File: config.mk
export PLATFORM = sky130hd
export DESIGN_NAME = chipset_regbank
export DESIGN_NICKNAME = d
export VERILOG_FILES = /design/src/rtl/chipset_regbank.sv
export SDC_FILE = /design/constraint.sdc
export NUM_CORES = 2
export LEC_CHECK = 0
export BUFFER_PORTS_ARGS = -buffer_cell sky130_fd_sc_hd__buf_4
export CAP_MARGIN = 10
export CORE_AREA = 2 2 410 412
export DETAILED_ROUTE_END_ITERATION = 16
export DIE_AREA = 0 0 412 414
export HOLD_SLACK_MARGIN = 0.03
export SETUP_SLACK_MARGIN = 0.3
export SYNTH_ARGS = -nofsm -noshare
export SYNTH_HDL_FRONTEND = slang
export SYNTH_SLANG_ARGS = --single-unit
File: constraint.sdc
create_clock -name clk -period 3.62 [get_ports clk]
set_input_delay 0 -clock clk [delete_from_list [all_inputs] [get_ports clk]]
set_output_delay 0 -clock clk [all_outputs]
set_load 0.1 [all_outputs]
File: src/rtl/chipset_regbank.sv
module chipset_regbank #(
  parameter int          ADDR_W    = 14,
  parameter int          N_SPEED   = 15,
  parameter int          N_CHAN    = 8,
  parameter int          CH_REGS   = 4,
  parameter logic [31:0] CFG_RST   = 32'h0000_0104,
  parameter logic [31:0] SPEED_RST = 32'd7,
  parameter logic [31:0] AUX_RST   = 32'h0001_8186,
  parameter logic [31:0] LOCK_VAL  = 32'd7,
  parameter logic [31:0] TAIL_VAL  = 32'd7
) (
  input  logic              clk,
  input  logic              rst_n,
  input  logic              req_valid,
  input  logic              req_write,
  input  logic [ADDR_W-1:0] req_addr,
  input  logic [1:0]        req_size,
  input  logic [31:0]       req_wdata,
  output logic              rsp_valid,
  output logic [31:0]       rsp_rdata
);
  localparam int DMA_N  = N_CHAN * CH_REGS;
  localparam int SPD_IW = (N_SPEED > 1) ? $clog2(N_SPEED) : 1;
  localparam int DMA_IW = (DMA_N > 1) ? $clog2(DMA_N) : 1;

  localparam logic [ADDR_W-1:0] OFF_CFG   = ADDR_W'('h000);
  localparam logic [ADDR_W-1:0] OFF_TBASE = ADDR_W'('h018);
  localparam logic [ADDR_W-1:0] OFF_TLIM  = ADDR_W'('h020);
  localparam logic [ADDR_W-1:0] OFF_MASK  = ADDR_W'('h058);
  localparam logic [ADDR_W-1:0] OFF_SPD   = ADDR_W'('h070);
  localparam logic [ADDR_W-1:0] SPD_END   = ADDR_W'('h070 + 8 * N_SPEED);
  localparam logic [ADDR_W-1:0] OFF_DMA   = ADDR_W'('h100);
  localparam logic [ADDR_W-1:0] DMA_END   = ADDR_W'('h100 + 8 * DMA_N);
  localparam logic [ADDR_W-1:0] OFF_ZERO  = ADDR_W'('h208);
  localparam logic [ADDR_W-1:0] OFF_AUX   = ADDR_W'('h210);
  localparam logic [ADDR_W-1:0] OFF_LOCK  = ADDR_W'('h220);
  localparam logic [ADDR_W-1:0] OFF_TAIL  = ADDR_W'('h238);

  logic [31:0] cfg_q, tbase_q, tlim_q, mask_q, aux_q;
  logic [31:0] speed_q [N_SPEED];
  logic [31:0] dma_q   [DMA_N];

  wire rd_go = req_valid && !req_write;
  wire wr_go = req_valid && req_write;

  wire [ADDR_W-1:0] aoff     = {req_addr[ADDR_W-1:2], 2'b00};
  wire [ADDR_W-1:0] spd_diff = aoff - OFF_SPD;
  wire [ADDR_W-1:0] dma_diff = aoff - OFF_DMA;
  wire [SPD_IW-1:0] spd_idx  = spd_diff[3 +: SPD_IW];
  wire [DMA_IW-1:0] dma_idx  = dma_diff[3 +: DMA_IW];
  wire spd_hit = (aoff >= OFF_SPD) && (aoff < SPD_END) && !aoff[2];
  wire dma_hit = (aoff >= OFF_DMA) && (aoff < DMA_END) && !aoff[2];

  logic        hit;
  logic [31:0] cur;
  always_comb begin
    hit = 1'b1;
    cur = '0;
    if (spd_hit)      cur = speed_q[spd_idx];
    else if (dma_hit) cur = dma_q[dma_idx];
    else begin
      case (aoff)
        OFF_CFG:   cur = cfg_q;
        OFF_TBASE: cur = tbase_q;
        OFF_TLIM:  cur = tlim_q;
        OFF_MASK:  cur = mask_q;
        OFF_ZERO:  cur = '0;
        OFF_AUX:   cur = aux_q;
        OFF_LOCK:  cur = LOCK_VAL;
        OFF_TAIL:  cur = TAIL_VAL;
        default:   hit = 1'b0;
      endcase
    end
  end

  logic [4:0]  sh;
  logic [31:0] lmask;
  always_comb begin
    case (req_size)
      2'd0:    begin sh = {req_addr[1:0], 3'b000}; lmask = 32'h0000_00FF; end
      2'd1:    begin sh = {req_addr[1], 4'b0000};  lmask = 32'h0000_FFFF; end
      default: begin sh = 5'd0;                    lmask = 32'hFFFF_FFFF; end
    endcase
  end

  wire [31:0] wr_word = (cur & ~(lmask << sh)) | ((req_wdata & lmask) << sh);
  wire [31:0] rd_lane = (cur >> sh) & lmask;

  wire mask_sel = (aoff == OFF_MASK);

  always_ff @(posedge clk or negedge rst_n) begin
    if (!rst_n) begin
      cfg_q     <= CFG_RST;
      tbase_q   <= '0;
      tlim_q    <= '0;
      aux_q     <= AUX_RST;
      mask_q    <= '0;
      rsp_valid <= 1'b0;
      rsp_rdata <= '0;
    end else begin
      if (wr_go && aoff == OFF_CFG)   cfg_q   <= wr_word;
      if (wr_go && aoff == OFF_TBASE) tbase_q <= wr_word;
      if (wr_go && aoff == OFF_TLIM)  tlim_q  <= wr_word;
      if (wr_go && aoff == OFF_AUX)   aux_q   <= wr_word;
      if (wr_go && mask_sel)                   mask_q <= mask_q | wr_word;
      else if (rd_go && mask_sel && &mask_q)   mask_q <= '0;
      rsp_valid <= rd_go;
      rsp_rdata <= rd_go ? rd_lane : '0;
    end
  end

  for (genvar g = 0; g < N_SPEED; g++) begin : g_speed
    always_ff @(posedge clk or negedge rst_n) begin
      if (!rst_n)                                        speed_q[g] <= SPEED_RST;
      else if (wr_go && spd_hit && spd_idx == SPD_IW'(g)) speed_q[g] <= wr_word;
    end
  end

  for (genvar g = 0; g < DMA_N; g++) begin : g_dma
    always_ff @(posedge clk or negedge rst_n) begin
      if (!rst_n)                                        dma_q[g] <= '0;
      else if (wr_go && dma_hit && dma_idx == DMA_IW'(g)) dma_q[g] <= wr_word;
    end
  end


  rsp_follow_chk: assert property (@(posedge clk) disable iff (!rst_n)
    rd_go |=> rsp_valid);

  rsp_idle_chk: assert property (@(posedge clk) disable iff (!rst_n)
    !rd_go |=> (!rsp_valid && rsp_rdata == '0));

  cfg_hold_chk: assert property (@(posedge clk) disable iff (!rst_n)
    !(wr_go && aoff == OFF_CFG) |=> $stable(cfg_q));

  mask_accum_chk: assert property (@(posedge clk) disable iff (!rst_n)
    (wr_go && mask_sel) |=> ((mask_q & $past(mask_q)) == $past(mask_q)));

  mask_clear_chk: assert property (@(posedge clk) disable iff (!rst_n)
    (rd_go && mask_sel && &mask_q) |=> (mask_q == '0));

  unmapped_zero_chk: assert property (@(posedge clk) disable iff (!rst_n)
    (rd_go && !hit) |=> (rsp_rdata == '0));

endmodule

======== Word level (Yosys, flattened, before mapping) ========
Index checks and enable logic that the tools add are counted.
operators by class
  order comparisons ....................... 6
  shift-type cells ........................ 3
  multiplexer cells ....................... 14
  bitwise logic cells ..................... 8
  equality and inequality tests ........... 52
  reductions and logical operators ........ 71
  add/subtract/negate cells ............... 2
operators by type and width
  cell                                                           number
  2-to-1 mux 32 bit                                              9
  case mux 32 bit (6 select lines)                               1
  binary-select mux 32 bit (select 5 bit)                        1
  binary-select mux 32 bit (select 4 bit)                        1
  AND 32 bit                                                     3
  == test 5 bit (second input constant)                          16
  bitwise OR 32 bit                                              2
  case mux 32 bit (2 select lines)                               1
  left shift 32 x 5 -> 32 bit                                    2
  logical AND 1 bit                                              62
  == test 5 x 4 -> 1 bit (second input constant)                 8
  == test 12 x 8 -> 1 bit (second input constant)                3
  inverter 32 bit                                                1
  AND reduction 32 bit                                           1
  right shift 32 x 5 -> 32 bit                                   1
  == test 4 bit (second input constant)                          7
  == test 5 x 3 -> 1 bit (second input constant)                 4
  == test 4 x 3 -> 1 bit (second input constant)                 4
  >= comparator 14 x 7 -> 1 bit (second input constant)          1
  >= comparator 14 x 9 -> 1 bit (second input constant)          1
  logical NOT 14 bit                                             1
  less-than comparator 14 x 10 -> 1 bit (second input constant)  1
  less-than comparator 14 x 8 -> 1 bit (second input constant)   1
  == test 12 x 3 -> 1 bit (second input constant)                1
  other kinds (20)                                               23
word-level totals
  register bits after elaboration ......... 1697
  output and inout port bits .............. 33
  bits of input ports ..................... 52

======== Depth between registers and ports, before layout ========
  depth in word-level cells ............... 11
  mapped depth ............................ 17
  mapped depth without buffers ............ 10

======== Least setup slack after synthesis ========
Ideal clock, no wire load.
  path type ............................... input to register
  from .................................... input req_addr[4]
  to ...................................... register cfg_q[21]
  stages on the path ...................... 15
  setup slack ............................. 0.532 ns
  library setup time ...................... 0.133 ns
  arrival ................................. 2.955 ns
  cells stage by stage .................... buf_2 > buf_2 > buf_2 > inv_1 > ha_1 > a21oi_1 > a221oi_2 > or3_4 > buf_2 > nand4_1 > a32oi_1 > inv_1 > a222oi_1 > clkbuf_1 > o21ai_0
on the way
  longest elaborated chain between the ends .. 9
  elaborated cells between the ends (all ways) .. 32
RTL lines
  item                                                   RTL line  text
  from (decl)                                            16        input logic [ADDR_W-1:0] req_addr,
  subtractor 8 x 1 -> 8 bit                              48        wire [ADDR_W-1:0] dma_diff = aoff - OFF_DMA;
  inverter 5 -> 6 bit (not written as such)              60        else if (dma_hit) cur = dma_q[dma_idx];
  binary-select mux 32 bit (select 5 bit)                60
  2-to-1 mux 32 bit (not written as such) (2 in series)  60
  2-to-1 mux 32 bit                                      60
  2-to-1 mux 32 bit                                      59        if (spd_hit) cur = speed_q[spd_idx];
  AND 32 bit                                             86        wire [31:0] wr_word = (cur & ~(lmask << sh)) | ((req_wdata & lmask) << sh);
  bitwise OR 32 bit                                      86
  to (signal assigned)                                   101       if (wr_go && aoff == OFF_CFG) cfg_q <= wr_word;
  to (decl)                                              39        logic [31:0] cfg_q, tbase_q, tlim_q, mask_q, aux_q;
Parallel ways exist; a longest one is shown, timed or not. The select of a mux whose other input is x is not followed.
A chain may end at the register's enable or synchronous reset.

======== Worst setup path after layout ========
  from .................................... register speed_q[440] (netlist bit)
  to ...................................... register tlim_q[24]
on the way
  longest elaborated chain between the ends .. 6
RTL lines
  item                                                   RTL line  text
  from (decl)                                            40        logic [31:0] speed_q [N_SPEED];
  from (signal, indexed assignment)                      115       else if (wr_go && spd_hit && spd_idx == SPD_IW'(g)) speed_q[g] <= wr_word;
  binary-select mux 32 bit (select 4 bit)                59
  2-to-1 mux 32 bit (not written as such) (2 in series)  59
  2-to-1 mux 32 bit                                      59
  AND 32 bit                                             86
  bitwise OR 32 bit                                      86
  to (signal assigned)                                   103       if (wr_go && aoff == OFF_TLIM) tlim_q <= wr_word;
  to (decl)                                              39
Every way passes these cells. The select of a mux whose other input is x is not followed.

==> results.py <==
metrics = {
    "placement": {
        "portBuffers": 84,
        "hpwl_mm": 154,
        "place_congestion": 0.932,
        "post_dp_cell_area_um2": 79300,
    },
    "flow_run": {
        "maxCapViolations": 0,
    },
    "sta": {
        "worstMarginPinSlew_ns": 1.28,
        "holdWs_ns": 0.110,
        "hold_viol_final": 0,
        "fin_crit_ns": 3.22,
        "fin_setup_tns_ns": 0,
        "period_share_pct": 88.9,
        "rsz0062_at_grt": "no",
        "fmax_mhz": 311,
        "final-max-slew-violation-count": 0,
        "setup_viol": 0,
        "clock_skew_ns": 0.0473,
        "slew_headroom_pct": 14.0,
    },
    "clock_network": {
        "htreeDepth": 4,
        "cts_buffer_depth": 3,
        "cts_buffers": 178,
        "cts.sinks": 1697,
        "clk_pin_slew_ns": 0.06,
        "cts_tree": "built",
        "clk_latency_ns": 0.84,
        "cts_root_buffer": "clkbuf_16",
    },
    "floorplanning": {
        "initial_core_util_pct": 44.6,
        "die_w_um": 412,
        "coreArea_um2": 166000,
        "die_h_um": 414,
        "io_pins": 85,
        "die_area_um2": 171000,
        "rows": 150,
    },
    "yosys": {
        "yosysUniqueCellTypes": 75,
        "synthCells": 7099,
        "ys_ff_latch": 1697,
        "syn_nets": 7155,
        "synth.area.top_cells": "dfrtp_1 (55%), o21ai_0 (11%), mux4_2 (9.7%)",
        "postSynthAreaPerCell_um2": 10.5,
        "ys_warn_count": 0,
        "synth.largest_area_cell": "dfrtp_1",
        "synth_edf_count": 0,
        "ys_seq_area_share_pct": 57.3,
        "syn_area_um2": 74200,
        "async_flop_share_pct": 100,
        "synth_top_area_share_pct": 55.5,
        "ys.flop_type": "dfrtp_1",
    },
    "worst_setup_path": {
        "reg2reg_from": "speed_q[440]$_DFFE_PN0P_",
        "cp_max_fo": 26,
        "path_cells": "mux4_2 > mux4_2 > nor2_1 > o21ai_1 > buf_4 > a221oi_4 > buf_12 > a21oi_1 > dlygate4sd3_1",
        "path_class": "register to register",
        "arrival_ns": 3.94,
        "cp-startpoint": "speed_q[440]$_DFFE_PN0P_",
        "crit_path_end_kind": "register",
        "crit_path_max_incr_delay_ns": 0.56,
        "path_delay_family": "multiplexers",
        "start_kind": "register",
        "cpMaxStageDelayCell": "dlygate4sd3_1",
        "path_buf_inv": 3,
        "cp_data_required_time_ns": 4.34,
        "crit_path_frequent_cell": "mux4_2",
    },
    "global_routing": {
        "grt_overflow": 0,
        "grt_max_degree": 185,
        "grt_pass1_vias": 54800,
        "grt_use_total_pct": 28.4,
        "grt_first_pass_wirelength_mm": 363,
        "antenna_found_initial": 8,
    },
    "layout": {
        "stdcell_area_um2": 86100,
        "area_growth_pct": 16.0,
        "final_nets": 7200,
        "drive_gt1_share_pct": 16.9,
        "fillers": 14900,
    },
    "worst_hold_path": {
        "worstHoldStart": "req_addr[4]",
        "worstHoldPathType": "input pin to register",
    },
    "route": {
        "drc": 0,
        "wl_per_cell_um": 25.4,
        "final_antenna_net_count": 0,
        "vias": 55900,
        "viasPerCell": 5.89,
        "drt_first_pass_iters": 6,
        "drtIter0Drc": 5663,
        "wirelength_mm": 241,
    },
    "status": {
        "status": "completed",
    },
    "power": {
        "p_leak_nw": 37.6,
        "ir_drop_mv": 0.543,
        "power.density_nw_per_um2": 472,
    },
}
## state kept, by name, indices dropped and copies added (netlist names)
signal,flops
mask_q,32
rsp_valid,1
tlim_q,32
aux_q,32
speed_q,480
dma_q,1024
rsp_rdata,32
tbase_q,32
cfg_q,32
## cell usage after synthesis (37+ instances only)
master	n
o221ai_1	46
mux2i_1	168
o21ai_0	1607
a21oi_1	186
nor2_1	215
nor3_1	39
dfstp_2	53
clkbuf_1	539
a211oi_1	37
nand2_1	1725
a22oi_1	69
mux4_2	318
buf_2	73
dfrtp_1	1644
## repair_timing
action,4_1_cts,5_1_grt
gates resized for setup,4,13
gates cloned,0,2
hold buffers,54,0
setup endpoints to repair,75,125
buffers inserted,0,6
pin swaps,0,3
endpoints found under the hold margin,3250,0
## per-layer routing
metal	up-vias	global-route usage (%)	share of wire [%]
met3	461	4.84	7.4
met2	2184	44.4	47
li1	24900	-	-
met1	28300	39.7	42
met5	-	0	0.0054
met4	2	10.9	4.0
## area by class of cell
class	instances	area, um^2	area share (%)
antenna	3	7.51	0.00872
clock buffer	264	5160	5.99
clock inverter	57	907	1.05
inverter	18	67.6	0.0785
multi-input combinational	4723	29500	34.2
sequential	1697	42500	49.4
tap	2204	2760	3.20
timing repair buffer	526	5170	6.01
## placed cells by master, fill, tap and decap left out, types with 53 or more instances in the layout
cell | synthesis | routed
dlygate4sd3_1 | 0 | 53
dfrtp_1 | 1644 | 1644
mux2i_1 | 168 | 165
nor2_1 | 215 | 212
buf_4 | 25 | 386
nand2_1 | 1725 | 1689
o21ai_0 | 1607 | 1607
a22oi_1 | 69 | 69
clkbuf_16 | 0 | 180
a21oi_1 | 186 | 182
buf_12 | 0 | 81
mux4_2 | 318 | 318
dfstp_2 | 53 | 53
## power breakdown
part / internal (mW) / switching [mW]
Sequential: 19.0 / 0.0221
Clock: 11.1 / 7.91
Combinational: 0.746 / 1.85
## worst min-delay path, cell delays in order
cell     delay [ns]
buf_8          0.16
inv_1          0.13
ha_1           0.25
inv_1          0.11
nor3_1         0.10
nor2_1         0.10
a21oi_1        0.05
## final timing paths
check	endpoint	slack, ns	cells past startpoint
setup / recovery	tlim_q[24]$_DFFE_PN0P_	0.40	9
hold / removal	cfg_q[5]$_DFFE_PN0P_	0.11	7
setup reg to reg	tlim_q[24]$_DFFE_PN0P_	0.40	9
hold reg to reg	dma_q[35]$_DFFE_PN0P_	0.47	2
max in group asynchronous	speed_q[203]$_DFFE_PN0P_	1.97	4
min in group asynchronous	dma_q[897]$_DFFE_PN0P_	0.51	4
## kinds of logic (layout without fill, tap and decap cells)
kind of cell | Yosys count | after routing | synth area share [%]
buffers and inverters | 680 | 865 | 3.71
AOI/OAI and AO/OA | 2105 | 2105 | 15.5
muxes | 501 | 501 | 12.1
DFF | 1697 | 1697 | 57.3
adders and majority gates | 4 | 4 | 0.0675
other | 0 | 3 | 0
xor gates and xnor gates | 2 | 2 | 0.0337
and+or+nand+nor | 2110 | 2111 | 11.2
## stage by stage
step,setup slack (ns),utilization (%),total power [mW],std cells
3_5_place_dp,-0.240,47.7,21.9,9106
2_1_floorplan,0.532,-,20.4,7099
4_1_cts,0.316,51.7,40.8,9481
3_3_place_gp,-0.234,47.7,21.9,9106
5_1_grt,0.275,51.8,41.8,9489
6_report,0.401,51.8,40.6,9492
No activity file was read; power rests on OpenSTA's default activity.
